`src/rtl/lcd_tgen_pkg.sv`:
```
package lcd_tgen_pkg;

    typedef enum logic [2:0] {
        M_DISP    = 3'd0,
        M_WAIT_H  = 3'd1,
        M_WAIT_V  = 3'd2,
        M_WAIT_VB = 3'd3,
        M_BLACK   = 3'd4,
        M_HALT    = 3'd5,
        M_BLANK   = 3'd6
    } mode_t;

    localparam logic [1:0] TYPE_DISPLAY = 2'b00;

    localparam logic [7:0] C_START      = 8'h00;
    localparam logic [7:0] C_START_SYNC = 8'h01;
    localparam logic [7:0] C_HALT_NOW   = 8'h02;
    localparam logic [7:0] C_AT_VSYNC   = 8'h11;
    localparam logic [7:0] C_AT_HSYNC   = 8'h12;
    localparam logic [7:0] C_BLACK_FRM  = 8'h13;
    localparam logic [7:0] C_HALT_ANY   = 8'h14;
    localparam logic [7:0] C_BLANK_RUN  = 8'h15;

    typedef struct packed {
        logic hs;
        logic vs;
        logic de;
        logic blank;
        logic cmd;
        logic busy;
    } tg_out_t;

    function automatic logic is_busy(mode_t m);
        return (m == M_WAIT_H) || (m == M_WAIT_V) || (m == M_WAIT_VB) || (m == M_BLACK);
    endfunction

    function automatic logic is_cmd(mode_t m);
        return (m == M_HALT) || (m == M_BLANK);
    endfunction

    function automatic logic shows_data(mode_t m);
        return (m == M_DISP) || (m == M_WAIT_H) || (m == M_WAIT_V) || (m == M_WAIT_VB);
    endfunction

endpackage

```
`src/rtl/lcd_tgen_axis.sv`:
```
module lcd_tgen_axis #(
    parameter int W = 12
) (
    input  logic         clk,
    input  logic         rst,
    input  logic         clr,
    input  logic         adv,
    input  logic [W-1:0] total,
    input  logic [W-1:0] sync_s,
    input  logic [W-1:0] sync_e,
    input  logic [W-1:0] disp_s,
    input  logic [W-1:0] disp_e,
    output logic [W-1:0] cnt,
    output logic         sync_act,
    output logic         win_act
);
    logic at_last;

    assign at_last  = (cnt == total - W'(1));
    assign sync_act = (cnt >= sync_s) && (cnt < sync_e);
    assign win_act  = (cnt >= disp_s) && (cnt < disp_e);

    always_ff @(posedge clk) begin
        if (rst || clr) begin
            cnt <= '0;
        end else if (adv) begin
            cnt <= at_last ? '0 : cnt + W'(1);
        end
    end
endmodule

```
`src/rtl/lcd_tgen_mode.sv`:
```
module lcd_tgen_mode
    import lcd_tgen_pkg::*;
(
    input  logic       clk,
    input  logic       rst,
    input  logic       cmd_valid,
    input  logic [1:0] cmd_type,
    input  logic [7:0] cmd_code,
    input  logic       h_ev,
    input  logic       v_ev,
    output mode_t      mode,
    output logic       restart
);
    mode_t mode_n;
    logic  accept;

    assign accept = cmd_valid && (cmd_type == TYPE_DISPLAY) && !is_busy(mode);

    always_comb begin
        mode_n  = mode;
        restart = 1'b0;
        if (accept) begin
            case (cmd_code)
                C_START:      mode_n = M_DISP;
                C_START_SYNC: begin
                    mode_n  = M_DISP;
                    restart = 1'b1;
                end
                C_HALT_NOW,
                C_HALT_ANY:   mode_n = M_HALT;
                C_BLANK_RUN:  mode_n = M_BLANK;
                C_AT_VSYNC:   if (mode == M_DISP) mode_n = M_WAIT_V;
                C_AT_HSYNC:   if (mode == M_DISP) mode_n = M_WAIT_H;
                C_BLACK_FRM:  if (mode == M_DISP) mode_n = M_WAIT_VB;
                default:      mode_n = mode;
            endcase
        end else begin
            case (mode)
                M_WAIT_H:  if (h_ev) mode_n = M_HALT;
                M_WAIT_V:  if (v_ev) mode_n = M_HALT;
                M_WAIT_VB: if (v_ev) mode_n = M_BLACK;
                M_BLACK:   if (v_ev) mode_n = M_HALT;
                default:   mode_n = mode;
            endcase
        end
    end

    always_ff @(posedge clk) begin
        if (rst) mode <= M_DISP;
        else     mode <= mode_n;
    end
endmodule

```
`src/rtl/lcd_tgen_out.sv`:
```
module lcd_tgen_out
    import lcd_tgen_pkg::*;
(
    input  logic    clk,
    input  logic    rst,
    input  mode_t   mode,
    input  logic    h_sync_act,
    input  logic    v_sync_act,
    input  logic    in_window,
    input  logic    hsync_pos,
    input  logic    vsync_pos,
    output tg_out_t q
);
    tg_out_t d;
    logic    run;

    assign run = (mode != M_HALT);

    always_comb begin
        d.hs    = hsync_pos ? (h_sync_act && run) : !(h_sync_act && run);
        d.vs    = vsync_pos ? (v_sync_act && run) : !(v_sync_act && run);
        d.de    = in_window && shows_data(mode);
        d.blank = (mode == M_BLACK) || (mode == M_BLANK);
        d.cmd   = is_cmd(mode);
        d.busy  = is_busy(mode);
    end

    always_ff @(posedge clk) begin
        if (rst) begin
            q       <= '0;
            q.hs    <= !hsync_pos;
            q.vs    <= !vsync_pos;
        end else begin
            q <= d;
        end
    end
endmodule

```
`src/rtl/lcd_tgen.sv`:
```
module lcd_tgen
    import lcd_tgen_pkg::*;
#(
    parameter int H_W = 12,
    parameter int V_W = 11
) (
    input  logic           clk,
    input  logic           rst,
    input  logic [H_W-1:0] h_total,
    input  logic [H_W-1:0] h_sync_start,
    input  logic [H_W-1:0] h_sync_end,
    input  logic [H_W-1:0] h_disp_start,
    input  logic [H_W-1:0] h_disp_end,
    input  logic [V_W-1:0] v_total,
    input  logic [V_W-1:0] v_sync_start,
    input  logic [V_W-1:0] v_sync_end,
    input  logic [V_W-1:0] v_disp_start,
    input  logic [V_W-1:0] v_disp_end,
    input  logic           hsync_pos,
    input  logic           vsync_pos,
    input  logic           cmd_valid,
    input  logic [1:0]     cmd_type,
    input  logic [7:0]     cmd_code,
    output logic           hsync_o,
    output logic           vsync_o,
    output logic           de_o,
    output logic           blank_o,
    output logic           cmd_mode_o,
    output logic           busy_o
);
    mode_t          mode_q;
    logic           restart;
    logic           cnt_clr;
    logic [H_W-1:0] h_cnt;
    logic [V_W-1:0] v_cnt;
    logic           h_last;
    logic           h_sync_act, v_sync_act;
    logic           h_win, v_win;
    logic           h_ev, v_ev;
    tg_out_t        oq;

    assign cnt_clr = (mode_q == M_HALT) || restart;
    assign h_last  = (h_cnt == h_total - H_W'(1));
    assign h_ev    = (h_cnt == h_sync_start);
    assign v_ev    = (h_cnt == '0) && (v_cnt == v_sync_start);

    lcd_tgen_axis #(.W(H_W)) i_h_axis (
        .clk(clk), .rst(rst), .clr(cnt_clr), .adv(1'b1),
        .total(h_total), .sync_s(h_sync_start), .sync_e(h_sync_end),
        .disp_s(h_disp_start), .disp_e(h_disp_end),
        .cnt(h_cnt), .sync_act(h_sync_act), .win_act(h_win)
    );

    lcd_tgen_axis #(.W(V_W)) i_v_axis (
        .clk(clk), .rst(rst), .clr(cnt_clr), .adv(h_last),
        .total(v_total), .sync_s(v_sync_start), .sync_e(v_sync_end),
        .disp_s(v_disp_start), .disp_e(v_disp_end),
        .cnt(v_cnt), .sync_act(v_sync_act), .win_act(v_win)
    );

    lcd_tgen_mode i_mode (
        .clk(clk), .rst(rst),
        .cmd_valid(cmd_valid), .cmd_type(cmd_type), .cmd_code(cmd_code),
        .h_ev(h_ev), .v_ev(v_ev),
        .mode(mode_q), .restart(restart)
    );

    lcd_tgen_out i_out (
        .clk(clk), .rst(rst), .mode(mode_q),
        .h_sync_act(h_sync_act), .v_sync_act(v_sync_act),
        .in_window(h_win && v_win),
        .hsync_pos(hsync_pos), .vsync_pos(vsync_pos),
        .q(oq)
    );

    assign hsync_o    = oq.hs;
    assign vsync_o    = oq.vs;
    assign de_o       = oq.de;
    assign blank_o    = oq.blank;
    assign cmd_mode_o = oq.cmd;
    assign busy_o     = oq.busy;
endmodule

```
`config.mk`:
```
export PLATFORM = sky130hd
export DESIGN_NAME = lcd_tgen
export DESIGN_NICKNAME = d
export VERILOG_FILES = /design/src/rtl/lcd_tgen_pkg.sv /design/src/rtl/lcd_tgen_axis.sv /design/src/rtl/lcd_tgen_mode.sv /design/src/rtl/lcd_tgen_out.sv /design/src/rtl/lcd_tgen.sv
export SDC_FILE = /design/constraint.sdc
export NUM_CORES = 1
export LEC_CHECK = 0
export CORE_MARGIN = 4
export CORE_UTILIZATION = 60
export CTS_CLUSTER_SIZE = 10
export DETAILED_ROUTE_END_ITERATION = 7
export DONT_BUFFER_PORTS = 1
export PLACE_DENSITY = 0.76
export SYNTH_ARGS = -nofsm -noshare
export SYNTH_HDL_FRONTEND = slang
export SYNTH_HIERARCHICAL = 1
export SYNTH_SLANG_ARGS = --single-unit
```
`constraint.sdc`:
```
create_clock -name clk -period 9.05 [get_ports clk]
set_input_delay 1.81 -clock clk [delete_from_list [all_inputs] [get_ports clk]]
set_output_delay 1.81 -clock clk [all_outputs]
set_load 0.02 [all_outputs]
```
==> results by group, run 1 <==
Timing
  – RSZ-0062 raised after global routing: false
  – Skew final: 0.00945 ns
  – Setup violations, final: 0
  – Final Max Slew Viols: 0
  – Tcrit/Tclk final: 48.0%
  – Fin. Hold Viols: 0
  – F_max: 230 MHz
  – Tmin final: 4.34 ns
  – Final setup TNS: 0 ns
  – Hold WS: 0.636 ns
  – Worst Max-Slew Pin Slew: 0.734 ns
  – Slew margin rel.: 51.0%

Detailed routing
  – DRC Markers: 0
  – Final ANT Viol Nets: 0
  – DR vias: 5018
  – DR pass1 iterations: 5
  – Vias/cell: 6.21
  – WL/cell: 16.4 um
  – Final WL: 13.3 mm
  – 1st-iter DRT viols: 268

Clock tree
  – Worst-path clk slew: 0.08 ns
  – CTS Root Cell: clkbuf_8
  – Clk_lat worst skew: 0.29 ns
  – Post-CTS Hold Buffers: 0
  – Clock tree buffer depth: 2
  – Clk sink count: 32
  – PostCTS Resize Cnt: 0
  – CTS tree: done
  – CTS HTree Levels: 2
  – Postcts setup bufs: 0
  – Num CTS Buffers: 5

Yosys
  – Ys flop type: dfxtp_1
  – EDFF count, synth: 0
  – Yosys reg bits: 32
  – Count leader, synth: inv_1
  – Synth area leader: ha_1
  – Post-Syn Area: 5470 um2
  – Synth area leaders: ha_1 (21%), dfxtp_1 (12%), xnor2_1 (9.6%)
  – Synth Area per Inst: 7.78 um2
  – Synth cell count leaders: inv_1 (106), ha_1 (93), xnor2_1 (60)
  – Cells after Synth: 703
  – Synth warn: 6
  – Post-synthesis cell type count: 81
  – Yosys top cell area share: 21.3%
  – Share of synthesized registers carrying an async set or reset: 0%
  – Seq/Total Area, Yosys: 11.7%

Outcome
  – Outcome: finished, final reports clean

Global route
  – Initial antenna violation count: 0
  – Overall routing resource usage: 24.7%
  – GRT overflow: 0
  – Largest net degree at the start of global routing: 22
  – Vias in the first global route: 5067
  – First-pass GRT wire length: 21.8 mm

Finish
  – Layout cell share with drive strength beyond 1: 4.71%
  – Synth-to-Final Area Change: 3.55%
  – ANT cells: 0
  – Nets@finish: 922

Flow run
  – Max-cap violations: 0

Die
  – Row count: 34
  – IO Count: 136
  – Chip Height: 103 um
  – Die W: 103 um
  – Core Box Area: 8810 um2
  – Die area: 10700 um2
  – Initial Util: 62.1%

Placement
  – DP HPWL: 11.0 mm
  – Routability cong.: 0.875
  – Port Buf Inserts: 0

Critical path
  – Maximum fanout along the worst path: 10
  – CP Data Arrival Time: 4.48 ns
  – Crit start category: input port
  – CP Class: input port to register
  – Crit end category: register
  – Crit path required time: 9.19 ns

Power and ir drop
  – Lkg Pwr: 2.67 nW
  – VDD IR max: 0.0493 mV
  – Power Density: 66.9 nW/um2

Hold path
  – HP Class: register to register
metal layers:
layer | up-vias | global-route usage, % | part of all wire (%) | wire length (um)
li1 | 2515 | - | - | -
met1 | 2332 | 28.6 | 41 | 5500
met2 | 150 | 45.2 | 50 | 6680
met3 | 21 | 5.10 | 6.4 | 847
met4 | 0 | 7.87 | 1.8 | 233
met5 | - | 0 | 0 | 0
stage by stage:
| stage | instance area (um2) | total power [mW] | cells | setup WS (ns) | util [%] |
|---|---|---|---|---|---|
| after floorplan | 5480 | 0.229 | 707 | 4.94 | - |
| after global placement | 5550 | 0.239 | 800 | 4.61 | 63.0 |
| after detailed placement | 5550 | 0.243 | 800 | 4.46 | 63.0 |
| after CTS | 5660 | 0.381 | 808 | 4.77 | 64.3 |
| after global routing | 5660 | 0.401 | 808 | 4.47 | 64.3 |
| final | 5660 | 0.379 | 808 | 4.71 | 64.3 |
state kept, by name, indices dropped and copies added, names as in the netlist:
| signal | flops |
|---|---|
| i_h_axis/cnt | 12 |
| i_v_axis/cnt | 11 |
| i_out/q | 6 |
| i_mode/mode | 3 |
final cells by class:
class	instances	area, um2
sequential	32	641
multi-input combinational	553	4370
inverter	107	402
fill	775	3140
clock buffer	5	68.8
clock inverter	3	42.5
tap	108	135
worst paths after layout:
| path | start | end | slack [ns] | depth (start not counted) |
|---|---|---|---|---|
| worst max register to register | i_h_axis/cnt[5] | i_v_axis/cnt[2] | 5.95 | 8 |
| worst min-delay path | i_mode/mode[1] | i_mode/mode[1] | 0.64 | 2 |
| worst min register to register | i_mode/mode[1] | i_mode/mode[1] | 0.64 | 2 |
| worst max-delay path | h_total[1] | i_v_axis/cnt[2] | 4.71 | 8 |
report_power, final:
| part | internal, mW | leakage (nW) | switching, mW |
|---|---|---|---|
| clock | 0.0815 | 0.0541 | 0.0570 |
| sequential | 0.143 | 0.259 | 0.00646 |
| combinational | 0.0463 | 2.36 | 0.0444 |
| total | 0.271 | 2.67 | 0.108 |
worst max-delay path, stage by stage:
cell and delay (ns):
nor4_2 0.47, and3_4 0.28, xnor2_1 0.07, a211o_1 0.33, a221oi_2 0.62, inv_1 0.19, nor4_4 0.61, nor4_1 0.11
layout by cell type (no fill, tap or decap), types with 7 or more instances in the layout:
cell | synthesis | routed
inv_1 | 106 | 106
ha_1 | 93 | 93
xnor2_1 | 60 | 60
nor2_1 | 37 | 37
dfxtp_1 | 32 | 32
a21oi_1 | 29 | 29
o21ai_0 | 29 | 29
nand2_1 | 26 | 26
xor2_1 | 22 | 22
nand4_1 | 21 | 21
nor4_1 | 20 | 20
nand3_1 | 18 | 18
a21o_1 | 18 | 18
nor3_1 | 15 | 15
nand2b_1 | 15 | 15
a211oi_1 | 14 | 14
o21a_1 | 9 | 9
a31oi_1 | 7 | 7
cell families after synthesis:
| family | count (synthesis) | synth area share, % |
|---|---|---|
| AO/OA/AOI/OAI | 154 | 20.0 |
| XOR/XNOR | 84 | 14.0 |
| adder cells (fa/ha/maj) | 93 | 21.3 |
| buffers and inverters | 122 | 8.58 |
| flip-flops | 32 | 11.7 |
| multiplexers | 5 | 0.938 |
| other | 1 | 0.0686 |
| AND/OR/NAND/NOR | 212 | 23.5 |
(Power assumes the default switching activity.)
==> run 2: changes to the inputs <==
==> constraint.sdc (replaced) <==
create_clock -name clk -period 4.3 [get_ports clk]
set_input_delay 0.86 -clock clk [delete_from_list [all_inputs] [get_ports clk]]
set_output_delay 0.86 -clock clk [all_outputs]
set_load 0.02 [all_outputs]
==> results by group, run 2 (synthesis results as in run 1) <==
Outcome
  – Outcome: finished, final reports clean

Die
  – IO Count: 136
  – Core Box Area: 8810 um2
  – Die area: 10700 um2
  – Die W: 103 um
  – Chip Height: 103 um
  – Row count: 34
  – Initial Util: 62.1%

Global route
  – GRT overflow: 0
  – First-pass GRT wire length: 22.1 mm
  – Overall routing resource usage: 25.4%
  – Initial antenna violation count: 0
  – Vias in the first global route: 4981
  – Largest net degree at the start of global routing: 22

Power and ir drop
  – VDD IR max: 0.121 mV
  – Internal cell power: 0.603 mW
  – Clock Power Share: 38.5%
  – Net Sw Power: 0.223 mW
  – Part of the power in registers: 38.0%
  – Power Density: 145 nW/um2
  – Switch share: 27.0%
  – Lkg Pwr: 2.70 nW
  – Combinational share of power: 23.5%

Placement
  – Port Buf Inserts: 0
  – Routability cong.: 0.865
  – DP HPWL: 11.2 mm

Critical path
  – CP Data Arrival Time: 3.42 ns
  – CP max-delay cell: nor4_4
  – CP Class: input port to register
  – Slowest stage delay, CP: 0.59 ns
  – Crit start category: input port
  – Worst path top cell family by delay: simple AND/OR/NAND/NOR gates
  – Maximum fanout along the worst path: 10
  – Crit end category: register
  – Crit path required time: 4.44 ns
  – CP bufs+invs: 1
  – CP cell instances: or4_1 -> nor4_1 -> xnor2_1 -> o2111ai_1 -> a221oi_2 -> inv_1 -> nor4_4 -> a211oi_1

Detailed routing
  – DR pass1 iterations: 4
  – Final ANT Viol Nets: 0
  – WL/cell: 16.9 um
  – 1st-iter DRT viols: 193
  – Final WL: 13.7 mm
  – Vias/cell: 6.19
  – DR vias: 5017
  – DRC Markers: 0

Finish
  – Commonest non-fill, non-tap cell in the layout: inv_1
  – Nets@finish: 924
  – Area of the multi-input gates: 4370 um2
  – Fillers: 777
  – Max reg flops: 12
  – ANT cells: 0
  – Core Util, Final: 64.6%
  – Top reg by flops: i_h_axis/cnt
  – Register area: 641 um2
  – Synth-to-Final Area Change: 4.10%
  – Commonest non-fill, non-tap cells in the layout: inv_1 (106), ha_1 (93), xnor2_1 (60), nor2_1 (37), dfxtp_1 (32)
  – Top Registers: i_h_axis/cnt x12, i_v_axis/cnt x11, i_out/q x6
  – Layout cell share with drive strength beyond 1: 4.99%

Timing
  – Final Max Slew Viols: 0
  – Setup violations, final: 0
  – Fin. Hold Viols: 0
  – Tmin final: 3.28 ns
  – Final setup TNS: 0 ns
  – F_max: 305 MHz
  – Slew margin rel.: 50.5%
  – Skew final: 0.00524 ns
  – RSZ-0062 raised after global routing: false
  – Worst Max-Slew Pin Slew: 0.741 ns
  – Tcrit/Tclk final: 76.3%

Clock tree
  – Clk_lat worst skew: 0.28 ns
  – Postcts setup bufs: 0
  – Num CTS Buffers: 5
  – CTS HTree Levels: 2
  – PostCTS Resize Cnt: 0
  – Worst-path clk slew: 0.07 ns
  – Clk sink count: 32
  – CTS Root Cell: clkbuf_8
  – Post-CTS Hold Buffers: 0
  – Clock tree buffer depth: 2
  – CTS tree: done

Hold path
  – HP Class: register to register

Flow run
  – Max-cap violations: 0
[run 2: worst min-delay path: stages (launching register included)]
cell and delay [ns]:
dfxtp_1 0.41, nand2b_1 0.12, mux2i_1 0.06
[run 2: worst paths after layout]
kind                                 startpoint  cells after the start         endpoint  slack (ns)
worst max-delay path                 h_total[1]                      8  i_v_axis/cnt[0]        1.02
worst min-delay path             i_mode/mode[1]                      2   i_mode/mode[1]        0.64
worst max register to register  i_h_axis/cnt[3]                      8  i_v_axis/cnt[0]        1.29
worst min register to register   i_mode/mode[1]                      2   i_mode/mode[1]        0.64
[run 2: cell type report]
cell class,count,share of cell area (%)
Sequential cell,32,11.3
Timing Repair Buffer,2,0.264
Inverter,107,7.06
Tap cell,108,2.37
Multi-Input combinational cell,553,76.8
Clock inverter,1,0.528
Clock buffer,7,1.69
[run 2: metal layers]
metal	share of wire, %	up-vias	global-route usage, %
li1	-	2510	-
met1	41	2347	29.4
met2	51	138	47.7
met3	5.8	22	5.37
met4	1.6	0	5.38
met5	0	-	0
[run 2: per-stage QoR]
stage               std cells  hold WS, ns  total power, mW  setup WS [ns]  area, um2
CTS                       810        0.629            0.832           1.01       5690
finish                    810        0.640            0.826           1.02       5690
floorplan                 707        0.512            0.483           1.14       5480
detailed placement        802        0.622            0.512          0.733       5570
global placement          802        0.607            0.502          0.802       5570
global route              810        0.633            0.874          0.752       5690
[run 2: power groups by stage]
stage / combinational (mW) / clock (mW) / sequential [mW]
finish: 0.194 / 0.318 / 0.314
global route: 0.222 / 0.337 / 0.315
CTS: 0.193 / 0.325 / 0.314
detailed placement: 0.191 / 0 / 0.321
global placement: 0.181 / 0 / 0.321
floorplan: 0.165 / 0 / 0.317
==> run 3: changes to the inputs <==
--- a/config.mk
+++ b/config.mk
@@ -5,12 +5,13 @@
 export SDC_FILE = /design/constraint.sdc
 export NUM_CORES = 1
 export LEC_CHECK = 0
+export ABC_AREA = 1
 export CORE_MARGIN = 4
 export CORE_UTILIZATION = 60
 export CTS_CLUSTER_SIZE = 10
 export DETAILED_ROUTE_END_ITERATION = 7
 export DONT_BUFFER_PORTS = 1
-export PLACE_DENSITY = 0.76
+export PLACE_DENSITY = 0.79
 export SYNTH_ARGS = -nofsm -noshare
 export SYNTH_HDL_FRONTEND = slang
 export SYNTH_HIERARCHICAL = 1
==> constraint.sdc (replaced) <==
create_clock -name clk -period 2.9 [get_ports clk]
set_input_delay 0.58 -clock clk [delete_from_list [all_inputs] [get_ports clk]]
set_output_delay 0.58 -clock clk [all_outputs]
set_load 0.02 [all_outputs]
==> results by group, run 3 <==
Die
  – Die area: 11500 um2
  – Chip Height: 107 um
  – Row count: 35
  – Core Box Area: 9420 um2
  – Initial Util: 62.7%
  – IO Count: 136
  – Die W: 107 um

Critical path
  – Crit start category: register
  – FF-to-FF Start: i_h_axis/cnt[9]
  – Crit end category: register
  – Reg2reg path depth: 14
  – Crit path required time: 3.13 ns
  – Slowest stage delay, CP: 0.65 ns
  – Reg-to-reg endpoint: i_v_axis/cnt[10]
  – Crit path from: i_h_axis/cnt[9]
  – CP cell instances: xnor2_1 -> inv_1 -> nand2_1 -> nand2_1 -> nor2_2 -> nand2_1 -> nor2_2 -> inv_2 -> nor3_2 -> nand3_2 -> nor2_2 -> nand4_1 -> xor2_1 -> nor2_1
  – CP Data Arrival Time: 2.56 ns
  – CP Class: register to register
  – Maximum fanout along the worst path: 9
  – R2R Setup Slk: 0.57 ns
  – CP max-delay cell: dfxtp_1
  – Crit path capture: i_v_axis/cnt[10]

Detailed routing
  – 1st-iter DRT viols: 289
  – Final WL: 14.1 mm
  – DRC Markers: 0
  – Routed met2 length: 6.44 mm
  – Metal-1 WL: 6.56 mm
  – Top sig layer: met4
  – DR pass1 iterations: 5
  – Final ANT Viol Nets: 0
  – DR vias: 5841
  – WL/cell: 12.4 um
  – Met3 wire length: 791 um
  – Vias/cell: 5.14

Finish
  – Layout cell share with drive strength beyond 1: 8.83%
  – Top reg by flops: i_h_axis/cnt
  – Nets@finish: 1230
  – Commonest non-fill, non-tap cell in the layout: nand2_1
  – Synth-to-Final Area Change: 5.80%
  – Register area: 641 um2
  – Area of the multi-input gates: 4480 um2
  – Max reg flops: 12
  – Commonest non-fill, non-tap cells in the layout: nand2_1 (243), inv_1 (195), nor2_1 (105), ha_1 (93), nand3_1 (59)
  – Fillers: 917
  – Top Registers: i_h_axis/cnt x12, i_v_axis/cnt x11, i_out/q x6
  – Post-route design area: 6250 um2
  – ANT cells: 0

Yosys
  – Ys flop type: dfxtp_1
  – Synth area leader: ha_1
  – Synth warn: 6
  – Yosys top cell area share: 19.7%
  – Count leader, synth: nand2_1
  – Seq/Total Area, Yosys: 10.8%
  – Share of synthesized registers carrying an async set or reset: 0%
  – EDFF count, synth: 0
  – Post-synthesis cell type count: 45
  – Synth cell count leaders: nand2_1 (243), inv_1 (195), nor2_1 (105)
  – Synth area leaders: ha_1 (20%), nand2_1 (15%), inv_1 (12%)
  – Cells after Synth: 991
  – Yosys reg bits: 32
  – Post-Syn Area: 5910 um2
  – Synth Area per Inst: 5.96 um2
  – Syn nets: 1214

Timing
  – Skew final: 0.00747 ns
  – Final Max Slew Viols: 0
  – Final setup TNS: 0 ns
  – Setup violations, final: 0
  – Slew margin rel.: 57.1%
  – Hold WS: 0.361 ns
  – Tcrit/Tclk final: 80.5%
  – RSZ-0062 raised after global routing: false
  – Fin worst setup slack: 0.567 ns
  – F_max: 429 MHz
  – Fin. Hold Viols: 0
  – Tmin final: 2.33 ns
  – Worst Max-Slew Pin Slew: 0.642 ns

Clock tree
  – Postcts setup bufs: 0
  – CTS HTree Levels: 2
  – Clk sink count: 32
  – PostCTS Resize Cnt: 0
  – CTS Root Cell: clkbuf_8
  – Clk_lat worst skew: 0.28 ns
  – Worst-path clk slew: 0.07 ns
  – Clock tree buffer depth: 2
  – Post-CTS Hold Buffers: 0
  – Num CTS Buffers: 5
  – CTS tree: done

Global route
  – First-pass GRT wire length: 23.6 mm
  – Initial antenna violation count: 0
  – Overall routing resource usage: 24.7%
  – Largest net degree at the start of global routing: 14
  – GRT overflow: 0
  – Vias in the first global route: 5248

Placement
  – DP HPWL: 11.9 mm
  – Routability cong.: 0.858
  – Setup WS pre-CTS: 0.300 ns
  – Post-DP Area: 6140 um2
  – Port Buf Inserts: 0

Hold path
  – HP Class: input port to register

Outcome
  – Outcome: finished, final reports clean

Power and ir drop
  – Lkg Pwr: 3.46 nW
  – VDD IR max: 0.172 mV
  – Power Density: 198 nW/um2

Flow run
  – Max-cap violations: 0
## run 3: worst min-delay path by stage
stage / from / to / slack [ns] / cells after the start
after floorplan: i_mode/mode[2] / i_out/q[3] / 0.50 / 1
after global placement: i_mode/mode[2] / i_out/q[3] / 0.57 / 1
after detailed placement: i_mode/mode[2] / i_out/q[3] / 0.57 / 1
after CTS: rst / i_mode/mode[2] / 0.35 / 1
after global routing: rst / i_mode/mode[2] / 0.35 / 1
final: rst / i_mode/mode[2] / 0.36 / 1
## run 3: cell type report
type	count	area share, %
repair buffers	11	1.32
multi-input cells	751	71.7
well taps	129	2.58
flip-flops and latches	32	10.3
inverters	206	12.4
clock buffers	5	1.10
clock inverters	3	0.681
## run 3: per-layer routing
metal | track usage (%) | vias to the layer above
met3 | 4.33 | 31
met2 | 41.4 | 159
met1 | 33.0 | 2489
met5 | 0 | -
met4 | 5.84 | 0
li1 | - | 3162
## run 3: through the flow
stage	total power [mW]	instances	utilization, %
after floorplan	0.760	991	-
after global placement	0.817	1129	65.2
after detailed placement	0.822	1129	65.2
after CTS	1.24	1137	66.4
after global routing	1.33	1137	66.4
final	1.24	1137	66.4
## run 3: where the power goes
part,leakage (nW),switching (mW),internal (mW)
registers,0.259,0.0165,0.448
logic,3.15,0.205,0.144
clock network,0.0541,0.172,0.254
## run 3: worst max-delay path: cells and delay by family (launching register included)
kind          cells  cell delay (ns)
buf+inv           2             0.11
xor+xnor          2             0.39
flops             1             0.65
simple gates     10             1.13
## run 3: kinds of logic (layout without fill, tap and decap cells)
| family | Yosys count | after routing | synth area share, % |
|---|---|---|---|
| xor gates and xnor gates | 51 | 51 | 7.79 |
| adders and majority gates | 93 | 93 | 19.7 |
| AOI/OAI and AO/OA | 97 | 97 | 9.36 |
| and+or+nand+nor | 509 | 509 | 38.9 |
| buffers and inverters | 208 | 225 | 13.3 |
| DFF | 32 | 32 | 10.8 |
| other | 1 | 1 | 0.0635 |
